$ cat src/rtl/shrot_pkg.sv
package shrot_pkg;

    typedef enum logic [1:0] {
        ST_IDLE,
        ST_STEP,
        ST_DONE
    } state_e;

    // What enters the vacated bit position on each step
    typedef enum logic [1:0] {
        FILL_ZERO,
        FILL_CARRY,
        FILL_WRAP,
        FILL_SIGN
    } fill_e;

    typedef struct packed {
        logic  legal;
        logic  to_left;
        fill_e fill;
    } op_s;

endpackage

$ cat src/rtl/shrot_decode.sv
module shrot_decode
    import shrot_pkg::*;
#(
    parameter int MODE_W = 4
) (
    input  logic [MODE_W-1:0] mode,
    output op_s               op
);
    always_comb begin
        op = '{legal: 1'b1, to_left: 1'b0, fill: FILL_ZERO};
        unique case (mode)
            MODE_W'(4'h0): op = '{legal: 1'b1, to_left: 1'b0, fill: FILL_ZERO};
            MODE_W'(4'h1),
            MODE_W'(4'h3): op = '{legal: 1'b1, to_left: 1'b0, fill: FILL_CARRY};
            MODE_W'(4'h2): op = '{legal: 1'b1, to_left: 1'b0, fill: FILL_WRAP};
            MODE_W'(4'h4): op = '{legal: 1'b1, to_left: 1'b1, fill: FILL_ZERO};
            MODE_W'(4'h5),
            MODE_W'(4'h7): op = '{legal: 1'b1, to_left: 1'b1, fill: FILL_CARRY};
            MODE_W'(4'h6): op = '{legal: 1'b1, to_left: 1'b1, fill: FILL_WRAP};
            MODE_W'(4'h8): op = '{legal: 1'b1, to_left: 1'b0, fill: FILL_SIGN};
            default:       op = '{legal: 1'b0, to_left: 1'b0, fill: FILL_ZERO};
        endcase
    end
endmodule

$ cat src/rtl/shrot_popcnt.sv
module shrot_popcnt #(
    parameter int SEL_W = 4,
    localparam int CW   = $clog2(SEL_W + 1)
) (
    input  logic [SEL_W-1:0] mask,
    output logic [CW-1:0]    count
);
    logic [CW-1:0] partial [0:SEL_W];

    assign partial[0] = '0;
    for (genvar g = 0; g < SEL_W; g++) begin : g_sum
        assign partial[g+1] = partial[g] + CW'(mask[g]);
    end
    assign count = partial[SEL_W];
endmodule

$ cat src/rtl/shrot_step.sv
module shrot_step
    import shrot_pkg::*;
#(
    parameter int DATA_W = 8
) (
    input  op_s               op,
    input  logic [DATA_W-1:0] a,
    input  logic              v,
    output logic [DATA_W-1:0] y,
    output logic              v_next
);
    logic in_bit;

    always_comb begin
        in_bit = 1'b0;
        if (op.to_left) begin
            v_next = a[DATA_W-1];
            unique case (op.fill)
                FILL_CARRY: in_bit = v;
                FILL_WRAP:  in_bit = a[DATA_W-1];
                default:    in_bit = 1'b0;
            endcase
            y = {a[DATA_W-2:0], in_bit};
        end else begin
            v_next = a[0];
            unique case (op.fill)
                FILL_CARRY: in_bit = v;
                FILL_WRAP:  in_bit = a[0];
                FILL_SIGN:  in_bit = a[DATA_W-1];
                default:    in_bit = 1'b0;
            endcase
            y = {in_bit, a[DATA_W-1:1]};
        end
    end
endmodule

$ cat src/rtl/shrot_unit.sv
module shrot_unit
    import shrot_pkg::*;
#(
    parameter int DATA_W = 8,
    parameter int MODE_W = 4,
    parameter int SEL_W  = 4,
    localparam int CTRL_W = MODE_W + SEL_W,
    localparam int CW     = $clog2(SEL_W + 1)
) (
    input  logic              clk,
    input  logic              rst_n,
    input  logic              start,
    input  logic [DATA_W-1:0] acc_in,
    input  logic              carry_in,
    input  logic [CTRL_W-1:0] ctrl,
    output logic [DATA_W-1:0] acc_out,
    output logic              carry_out,
    output logic              done,
    output logic              illegal,
    output logic              busy
);
    state_e            state_q, state_d;
    op_s               op_dec, op_q;
    logic [CW-1:0]     steps_dec, steps_q;
    logic [DATA_W-1:0] acc_q, acc_step;
    logic              v_q, v_step, err_q;
    logic              accept;

    shrot_decode #(.MODE_W(MODE_W)) u_dec (
        .mode (ctrl[CTRL_W-1:SEL_W]),
        .op   (op_dec)
    );

    shrot_popcnt #(.SEL_W(SEL_W)) u_pop (
        .mask  (ctrl[SEL_W-1:0]),
        .count (steps_dec)
    );

    shrot_step #(.DATA_W(DATA_W)) u_step (
        .op     (op_q),
        .a      (acc_q),
        .v      (v_q),
        .y      (acc_step),
        .v_next (v_step)
    );

    assign accept = (state_q == ST_IDLE) && start;

    // Next-state logic
    always_comb begin
        state_d = state_q;
        unique case (state_q)
            ST_IDLE: if (start) begin
                state_d = (!op_dec.legal || steps_dec == '0) ? ST_DONE : ST_STEP;
            end
            ST_STEP: if (steps_q == CW'(1)) state_d = ST_DONE;
            ST_DONE: state_d = ST_IDLE;
            default: state_d = ST_IDLE;
        endcase
    end

    // State register
    always_ff @(posedge clk) begin
        if (!rst_n) state_q <= ST_IDLE;
        else        state_q <= state_d;
    end

    // Working registers
    always_ff @(posedge clk) begin
        if (!rst_n) begin
            acc_q   <= '0;
            v_q     <= 1'b0;
            op_q    <= '{legal: 1'b0, to_left: 1'b0, fill: FILL_ZERO};
            steps_q <= '0;
            err_q   <= 1'b0;
        end else if (accept) begin
            acc_q   <= acc_in;
            v_q     <= carry_in;
            op_q    <= op_dec;
            steps_q <= steps_dec;
            err_q   <= !op_dec.legal;
        end else if (state_q == ST_STEP) begin
            acc_q   <= acc_step;
            v_q     <= v_step;
            steps_q <= steps_q - CW'(1);
        end
    end

    // Outputs
    always_comb begin
        acc_out   = acc_q;
        carry_out = v_q;
        done      = (state_q == ST_DONE);
        busy      = (state_q != ST_IDLE);
        illegal   = (state_q == ST_DONE) && err_q;
    end
endmodule

$ cat config.mk
export PLATFORM = sky130hd
export DESIGN_NAME = shrot_unit
export DESIGN_NICKNAME = d
export VERILOG_FILES = /design/src/rtl/shrot_pkg.sv /design/src/rtl/shrot_decode.sv /design/src/rtl/shrot_popcnt.sv /design/src/rtl/shrot_step.sv /design/src/rtl/shrot_unit.sv
export SDC_FILE = /design/constraint.sdc
export NUM_CORES = 1
export LEC_CHECK = 0
export ABC_CLOCK_PERIOD_IN_PS = 2300
export BUFFER_PORTS_ARGS = -buffer_cell sky130_fd_sc_hd__clkbuf_2
export CORE_MARGIN = 5
export CORE_UTILIZATION = 35
export CTS_CLUSTER_DIAMETER = 80
export DETAILED_ROUTE_END_ITERATION = 6
export PLACE_DENSITY = 0.6
export SLEW_MARGIN = 20
export SYNTH_ARGS = -nofsm -noshare
export SYNTH_HDL_FRONTEND = slang
export SYNTH_HIERARCHICAL = 1
export SYNTH_SLANG_ARGS = --single-unit
$ cat constraint.sdc
create_clock -name clk -period 2.3 [get_ports clk]
set_input_delay 0.115 -clock clk [delete_from_list [all_inputs] [get_ports clk]]
set_output_delay 0.115 -clock clk [all_outputs]
set_load 0.005 [all_outputs]
==> results of run 1 <==
[flip-flops by register name, summed over array words and instances, names as in the netlist]
signal,cells
err_q,1
acc_out,8
steps_q,3
state_q,2
carry_out,1
op_q,3
[report_power, final]
group          internal (W)  total (W)  switching, W  leakage, nW
clock             0.0000965   0.000202      0.000105       0.0210
combinational      0.000126   0.000237      0.000112        0.457
sequential         0.000347   0.000391     0.0000438        0.149
[routing by layer]
metal  track usage  routed length [µm]
met5             0                   0
met4        0.0456                  21
met3        0.0145                  80
met2         0.202                1330
met1         0.130                1100
[layout by cell type, fill, tap and decap left out, drive strengths merged, types with 6 or more instances in the layout]
cell    count
nor2        6
inv        12
mux2i      10
nand2      10
o21ai      11
ha          8
mux2        7
clkbuf     35
a21oi       9
dfxtp      18
[worst min-delay path by stage]
stage                       endpoint  slack (ns)
final                     acc_out[1]        0.08
after global routing      acc_out[4]        0.09
after CTS                 acc_out[1]        0.07
after detailed placement  acc_out[5]        0.39
after global placement    acc_out[4]        0.38
after floorplan           acc_out[0]        0.28
[worst max-delay path, cell delays in order (launching register included)]
cell and delay [ns]:
dfxtp_1 0.54, or3b_1 0.65, buf_4 0.26, o21ai_1 0.06
a21oi_1 0.13
[stage by stage]
stage	util	worst slack [ns]	std cells	cell area [µm²]
2_1_floorplan	-	0.522	133	1220
3_3_place_gp	0.406	0.379	202	1360
3_5_place_dp	0.406	0.352	202	1360
4_1_cts	0.416	0.594	206	1400
5_1_grt	0.416	0.476	206	1400
6_report	0.416	0.607	206	1400
[final cells by class]
type                            instances  area, µm²  share of cell area
Clock buffer                            4       36.3              0.0259
Inverter                               12       45.0              0.0322
Multi-Input combinational cell         94        738               0.527
Sequential cell                        18        360               0.257
Tap cell                               46       57.6              0.0411
Timing Repair Buffer                   32        163               0.116
==> out/results.ini, run 1 <==
[floorplanning]
io_pins = 32
die_area_um2 = 4770
initial_core_util = 0.363
rows = 21
core_area_um2 = 3360
die_y_um = 69.0
die_w_um = 69.0

[timing]
slew_violations = 0
clock.fmax_ghz = 0.590
min_period_ns = 1.69
finClkSkew_ns = 0.00867
rsz0062_at_grt = no
worst_slew_pin_slew_ns = 0.726
whs_ns = 0.0755
setup_viol = 0
tns_ns = 0
slew_headroom = 0.516
hold_viol = 0
period_share = 0.736

[critical_path]
crit_arrival_ns = 1.93
rr_worst_depth = 4
required_ns = 2.54
reg2reg_from = state_q[0]
cp-start-kind = flip-flop
reg2reg_to = acc_out[4]
cp-endpoint = acc_out[4]
cp-end-kind = flip-flop
cp_max_fo = 20
startpoint = state_q[0]
worstSetupPathType = reg -> reg
reg2reg_slack_ns = 0.61

[worst_hold_path]
hp-class = in -> reg
holdPathStages = 3
worstHoldStart = acc_in[1]

[clocking]
clk_pin_slew_ns = 0.11
cts.hold.buffers_added = 0
cts_tree = yes
ctsRootBufferMaster = clkbuf_4
post-cts-setup-buffers = 0
clkLatencyLatePin_ns = 0.30
cts_buffers = 3
htreeDepth = 1
clock_sinks = 18
max-clock-path-buffers = 2
post_cts_resized = 0

[global_route]
antenna_found_initial = 0
grt_pass1_vias = 1041
track_usage = 0.111
grt_overflow = 0
grt_pass1_wl_um = 4530
grt_max_degree = 21

[drt]
vias = 990
drtIter0Drc = 20
drtAntennaViolNets = 0
route.detailed.drc = 0
drt-total-wl_um = 2530
via_per_inst = 4.81
firstDrtPassIters = 6
wl_per_cell_um = 12.3

[synth]
mappedNetlistNets = 162
synth_area_um2 = 1220
ys_warn_count = 6
synth_area_per_cell_um2 = 9.17
syn_inst = 133

[place]
routabilityCongestion = 0.762
port_buffers = 31
detailed_place_hpwl_um = 1920

[power]
worst_ir_drop_vdd_mv = 0.184
p_leak_nw = 0.626
pwr_density_cell_nw_per_um2 = 593
power_w = 0.000830

[finish]
antenna_cells = 0
drive_gt1_frac = 0.319
fillCellCount = 386
syn2layout_area_growth_pct = 14.8
nets = 190

[status]
status = finished, final reports clean

[run]
cap_violations = 0

(Power assumes the default switching activity.)
==> run 2: changes to the inputs <==
ABC_CLOCK_PERIOD_IN_PS = 1730   (was 2300)
clock period = 1.73 ns   (was 2.3 ns; I/O delays follow)
==> run 2 against run 1 <==
  * Via count is 1.2% higher
  * Combinational power is 40% higher
  * Largest cell class unchanged
  * Routed wire length is 1.6% higher
  * Die area stayed put
  * Largest power group unchanged
  * Critical endpoint is now state_q[1]
  * First-iteration DRC count is 5.0% lower
  * Highest routed layer unchanged
  * Cell count is 1.5% higher
==> out/results.ini, run 2 (synthesis gave the netlist of run 1 again) <==
[status]
status = finished, final reports clean

[critical_path]
worst-path-buf-inv = 4  ; +3
crit_cells = 10  ; +6
cp-start-kind = primary input
crit_arrival_ns = 1.77  ; -0.16 ns
cp_max_fo = 2  ; -90%
cp-endpoint = state_q[1]
reg2reg_from = state_q[0]
crit_family = adder cells
rr_worst_depth = 4  ; unchanged
critPathMaxStageDelay_ns = 0.53  ; -0.12 ns
reg2reg_to = acc_out[3]
cp_slowest_cell = fa_1
worstSetupPathType = in -> reg
cp-end-kind = flip-flop
path_cells = clkbuf_2 -> inv_1 -> fa_1 -> inv_1 -> ha_1 -> ha_1 -> o31ai_2 -> buf_4 -> nand3_1 -> nand2_1
required_ns = 1.98  ; -0.56 ns
reg2reg_slack_ns = 0.30  ; -0.31 ns
startpoint = ctrl[0]

[timing]
whs_ns = 0.0539  ; -0.0217 ns
hold_viol = 0  ; unchanged
clock.fmax_ghz = 0.657
slew_headroom = 0.649  ; +0.133
rsz0062_at_grt = no
min_period_ns = 1.52
setup_viol = 0  ; unchanged
worst_slew_pin_slew_ns = 0.525  ; -0.201 ns
slew_violations = 0  ; unchanged
period_share = 0.880
finClkSkew_ns = 0.00835  ; -0.000312 ns

[global_route]
track_usage = 0.111  ; -0.000603
grt_pass1_vias = 1021  ; -1.9%
antenna_found_initial = 0  ; unchanged
grtUsageMet1 = 0.131  ; +0.000880
grt_max_degree = 23  ; +9.5%
grt_overflow = 0  ; unchanged
grt_pass1_wl_um = 4490  ; -0.91%
busiest_layer = met2
met2_usage = 0.195  ; -0.00742
grt_use_met3 = 0.0203  ; +0.00581

[finish]
nets = 193  ; +1.6%
fin_cells = 209  ; +1.5%
drive_gt1_frac = 0.337  ; +0.0187
layout_common_cells = clkbuf_2 (31), dfxtp_1 (18), inv_1 (12), mux2i_1 (10), nand2_1 (10)
ff_latch_area_um2 = 360  ; unchanged
antenna_cells = 0  ; unchanged
fillCellCount = 382  ; -1.0%
syn2layout_area_growth_pct = 17.0
final_common_cell = clkbuf_2
largest_reg_flops = 8  ; unchanged
multi_input_area_um2 = 743  ; +0.68%

[power]
p_leak_nw = 0.642  ; +2.6%
worst_ir_drop_vdd_mv = 0.231  ; +26%
pwr_density_cell_nw_per_um2 = 782  ; +32%

[clocking]
cts.hold.buffers_added = 0  ; unchanged
cts_tree = yes
clkLatencyLatePin_ns = 0.30  ; about the same
ctsRootBufferMaster = clkbuf_4
max-clock-path-buffers = 2  ; unchanged
htreeDepth = 1  ; unchanged
post_cts_resized = 0  ; unchanged
clk_pin_slew_ns = 0.11  ; about the same
clock_sinks = 18  ; unchanged
cts_buffers = 3  ; unchanged
post-cts-setup-buffers = 0  ; unchanged

[drt]
vias = 1002  ; +1.2%
drt-total-wl_um = 2570  ; +1.6%
route.detailed.drc = 0  ; unchanged
firstDrtPassIters = 4  ; -2
wl_per_cell_um = 12.3  ; +0.12%
drtAntennaViolNets = 0  ; unchanged
via_per_inst = 4.79  ; -0.24%
drtIter0Drc = 19  ; -5.0%

[floorplanning]
rows = 21  ; unchanged
io_pins = 32  ; unchanged
die_area_um2 = 4770  ; unchanged
core_area_um2 = 3360  ; unchanged
die_y_um = 69.0  ; unchanged
initial_core_util = 0.363  ; unchanged
die_w_um = 69.0  ; unchanged

[place]
routabilityCongestion = 0.764  ; +0.26%
port_buffers = 31  ; unchanged
place_inst = 205  ; +1.5%
detailed_place_hpwl_um = 1970  ; +2.6%

[worst_hold_path]
hp-class = in -> reg

[run]
cap_violations = 0  ; unchanged

==> run 2: per-stage QoR <==
stage / setup TNS [ns] / util / area (µm²) / total power [W] / setup slack [ns]
2_1_floorplan: 0 / - / 1220 / 0.000770 / 0.0602
3_3_place_gp: -0.228 / 0.414 / 1390 / 0.000852 / -0.0608
3_5_place_dp: -0.389 / 0.414 / 1390 / 0.000865 / -0.116
4_1_cts: 0 / 0.424 / 1430 / 0.00114 / 0.207
5_1_grt: 0 / 0.424 / 1430 / 0.00120 / 0.144
6_report: 0 / 0.424 / 1430 / 0.00112 / 0.208
==> run 2: tightest hold or removal path: stages <==
cell and delay, ns:
clkbuf_2 0.08, o21ai_1 0.06, a21oi_1 0.10
==> run 2: routing by layer <==
layer | part of all wire | wire length [µm] | vias to the layer above
li1 | - | - | 526
met1 | 0.46 | 1190 | 461
met2 | 0.50 | 1280 | 13
met3 | 0.033 | 84 | 2
met4 | 0.0066 | 17 | 0
met5 | 0 | 0 | -
==> run 2: final cells by class <==
type | instances | share of cell area
clock buffer | 4 | 0.0254
inverter | 12 | 0.0316
multi-input combinational | 94 | 0.521
sequential | 18 | 0.252
tap | 46 | 0.0403
timing repair buffer | 35 | 0.130
==> run 2: power breakdown <==
group | switching (W) | internal (W) | total [W]
Clock | 0.000138 | 0.000128 | 0.000266
Sequential | 0.0000576 | 0.000462 | 0.000519
Combinational | 0.000154 | 0.000177 | 0.000331
==> run 2: how the worst min path moves through the flow <==
stage,end,startpoint,depth (start not counted)
2_1_floorplan,acc_out[0],acc_in[0],2
3_3_place_gp,acc_out[1],acc_in[1],3
3_5_place_dp,acc_out[1],acc_in[1],3
4_1_cts,acc_out[4],acc_in[4],3
5_1_grt,acc_out[0],acc_in[0],3
6_report,acc_out[4],acc_in[4],3
==> run 3: changes to the inputs <==
ABC_AREA = 1   (was not set)
PLACE_DENSITY = 0.59   (was 0.6)
==> run 3 against run 2 <==
  * Clock power grew 12%
  * Via count is 30% higher
  * Worst setup slack better by 0.11 ns
  * Total power increased by 15%
  * Non-clock buffer count shrank 1
  * Worst hold slack gained 0.098 ns
  * Die area grew 7.8%
  * Critical path type unchanged
==> out/results.ini, run 3 <==
[status]
status = finished, final reports clean

[worst_hold_path]
hp-class = in -> reg
worstHoldStart = rst_n
min_to = steps_q[2]
holdPathStages = 3  ; unchanged

[global_route]
grt_pass1_wl_um = 5040  ; +12%
grt_overflow = 0  ; unchanged
antenna_found_initial = 0  ; unchanged
track_usage = 0.122  ; +0.0116
grt_pass1_vias = 1103  ; +8.0%
grt_max_degree = 15  ; -35%

[timing]
period_share = 0.815  ; -0.0650
worst_slew_pin_slew_ns = 0.569  ; +0.0439 ns
min_period_ns = 1.41  ; -0.113 ns
whs_ns = 0.152  ; +0.0981 ns
tns_ns = 0  ; unchanged
rsz0062_at_grt = no
hold_viol = 0  ; unchanged
finClkSkew_ns = 0.00285  ; -0.00550 ns
setup_viol = 0  ; unchanged
clock.fmax_ghz = 0.709  ; +8.0%
slew_headroom = 0.621  ; -0.0289
slew_violations = 0  ; unchanged

[clocking]
clkLatencyLatePin_ns = 0.25  ; -0.05 ns
max-clock-path-buffers = 2  ; unchanged
ctsRootBufferMaster = clkbuf_8
post_cts_resized = 0  ; unchanged
cts_tree = yes
cts.hold.buffers_added = 0  ; unchanged
post-cts-setup-buffers = 0  ; unchanged
htreeDepth = 1  ; unchanged
clock_sinks = 18  ; unchanged
cts_buffers = 3  ; unchanged
clk_pin_slew_ns = 0.07  ; -0.04 ns

[power]
power.internal_w = 0.000808  ; +5.4%
clkPwrFrac = 0.230  ; -0.008
combPwrFrac = 0.353  ; +0.056
worst_ir_drop_vdd_mv = 0.321  ; +39%
netSwitchingFraction = 0.373  ; +0.0601
pwr_density_cell_nw_per_um2 = 838  ; +7.2%
switchingPower_w = 0.000481  ; +38%
seqPwrFrac = 0.417  ; -0.048
p_leak_nw = 0.791  ; +23%

[floorplanning]
die_area_um2 = 5140  ; +7.8%
io_pins = 32  ; unchanged
initial_core_util = 0.364  ; +0.000913
die_y_um = 71.7  ; +3.8%
core_area_um2 = 3660  ; +8.9%
rows = 22  ; +4.8%
die_w_um = 71.7  ; +3.8%

[synth]
synth_area_um2 = 1330  ; +9.1%
synth_area_per_cell_um2 = 6.66  ; -27%
mappedNetlistNets = 229  ; +41%
ys_warn_count = 6  ; unchanged
syn_inst = 200  ; +50%

[place]
placed_cell_area_um2 = 1500  ; +7.6%
routabilityCongestion = 0.782  ; +2.3%
port_buffers = 31  ; unchanged
detailed_place_hpwl_um = 2330  ; +18%

[drt]
wl_met2_um = 1400  ; +9.2%
firstDrtPassIters = 4  ; unchanged
wl_per_cell_um = 11.2  ; -9.1%
route.detailed.drc = 0  ; unchanged
dr_wl_met3_um = 116  ; +38%
vias = 1303  ; +30%
top_layer = met4
via_per_inst = 4.70  ; -1.9%
drtIter0Drc = 59  ; +40
drt-total-wl_um = 3100  ; +20%
drt-met1-wl_um = 1550  ; +30%
drtAntennaViolNets = 0  ; unchanged

[finish]
nets = 260  ; +35%
layout_common_cells = nand2_1 (70), clkbuf_2 (31), inv_1 (20), nand3_1 (19), dfxtp_1 (18)
antenna_cells = 0  ; unchanged
syn2layout_area_growth_pct = 15.5
largest_reg_flops = 8  ; unchanged
drive_gt1_frac = 0.240  ; -0.0972
fin_area_um2 = 1540  ; +7.7%
final_common_cell = nand2_1

[critical_path]
critPathMaxStageDelay_ns = 0.52  ; about the same
reg2reg_to = op_q[0]
path_cells = clkbuf_2 -> inv_1 -> fa_1 -> inv_1 -> ha_1 -> ha_1 -> nor2_1 -> nand2_1 -> nand3_1 -> a21oi_1
required_ns = 1.85  ; -0.13 ns
cp_max_fo = 2  ; unchanged
reg2reg_from = state_q[0]
rr_worst_depth = 4  ; unchanged
worstSetupPathType = in -> reg
cp_slowest_cell = fa_1
cp-end-kind = flip-flop
cp-start-kind = primary input
reg2reg_slack_ns = 0.39  ; +0.09 ns
crit_arrival_ns = 1.53  ; -0.24 ns

[run]
cap_violations = 0  ; unchanged

-- run 3: cell types whose count changed in the layout (fill, tap and decap cells not counted), moves of 6 or more --
cell,before,now
nand2_1,10,70
nand3_1,2,19
mux2i_1,10,0
nand3b_1,0,10
inv_1,12,20
nor2_1,6,13
a21oi_2,0,6
mux2_4,6,0
-- run 3: power by group through the flow --
stage | Sequential, W | Combinational [W] | Clock [W]
after detailed placement | 0.000546 | 0.000461 | 0
final | 0.000537 | 0.000455 | 0.000297
after CTS | 0.000537 | 0.000464 | 0.000305
after global placement | 0.000547 | 0.000457 | 0
after floorplan | 0.000532 | 0.000361 | 0
after global routing | 0.000547 | 0.000523 | 0.000319
-- run 3: cell type report --
| type | instances | area [µm²] |
|---|---|---|
| inverters | 23 | 86.3 |
| repair buffers | 34 | 178 |
| clock buffers | 3 | 41.3 |
| multi-input cells | 151 | 812 |
| well taps | 48 | 60.1 |
| flip-flops and latches | 18 | 360 |
| fillers | 407 | 2120 |
-- run 3: worst max-delay path by stage --
| stage | start | to | depth (start not counted) |
|---|---|---|---|
| after floorplan | ctrl[0] | state_q[0] | 9 |
| after global placement | ctrl[0] | state_q[0] | 10 |
| after detailed placement | ctrl[0] | state_q[0] | 10 |
| after CTS | ctrl[0] | state_q[0] | 10 |
| after global routing | ctrl[0] | state_q[0] | 10 |
| final | ctrl[0] | state_q[0] | 10 |
-- run 3: critical path, delay by kind of cell --
family | cells | cell delay (ns)
simple gates | 3 | 0.25
buf+inv | 3 | 0.16
compound gates | 1 | 0.06
fa+ha+maj | 3 | 0.98
-- run 3: routing by layer --
layer | vias up | global-route usage
met5 | - | 0
met4 | 0 | 0.0543
met3 | 2 | 0.0182
met2 | 29 | 0.185
met1 | 583 | 0.171
li1 | 689 | -
-- run 3: through the flow --
step	power [W]	cells	setup slack, ns	utilization
final	0.00129	277	0.320	0.420
after global routing	0.00139	277	0.219	0.420
after CTS	0.00131	277	0.312	0.420
after detailed placement	0.00101	274	0.0442	0.409
after global placement	0.00100	274	0.0648	0.409
after floorplan	0.000893	200	0.189	-
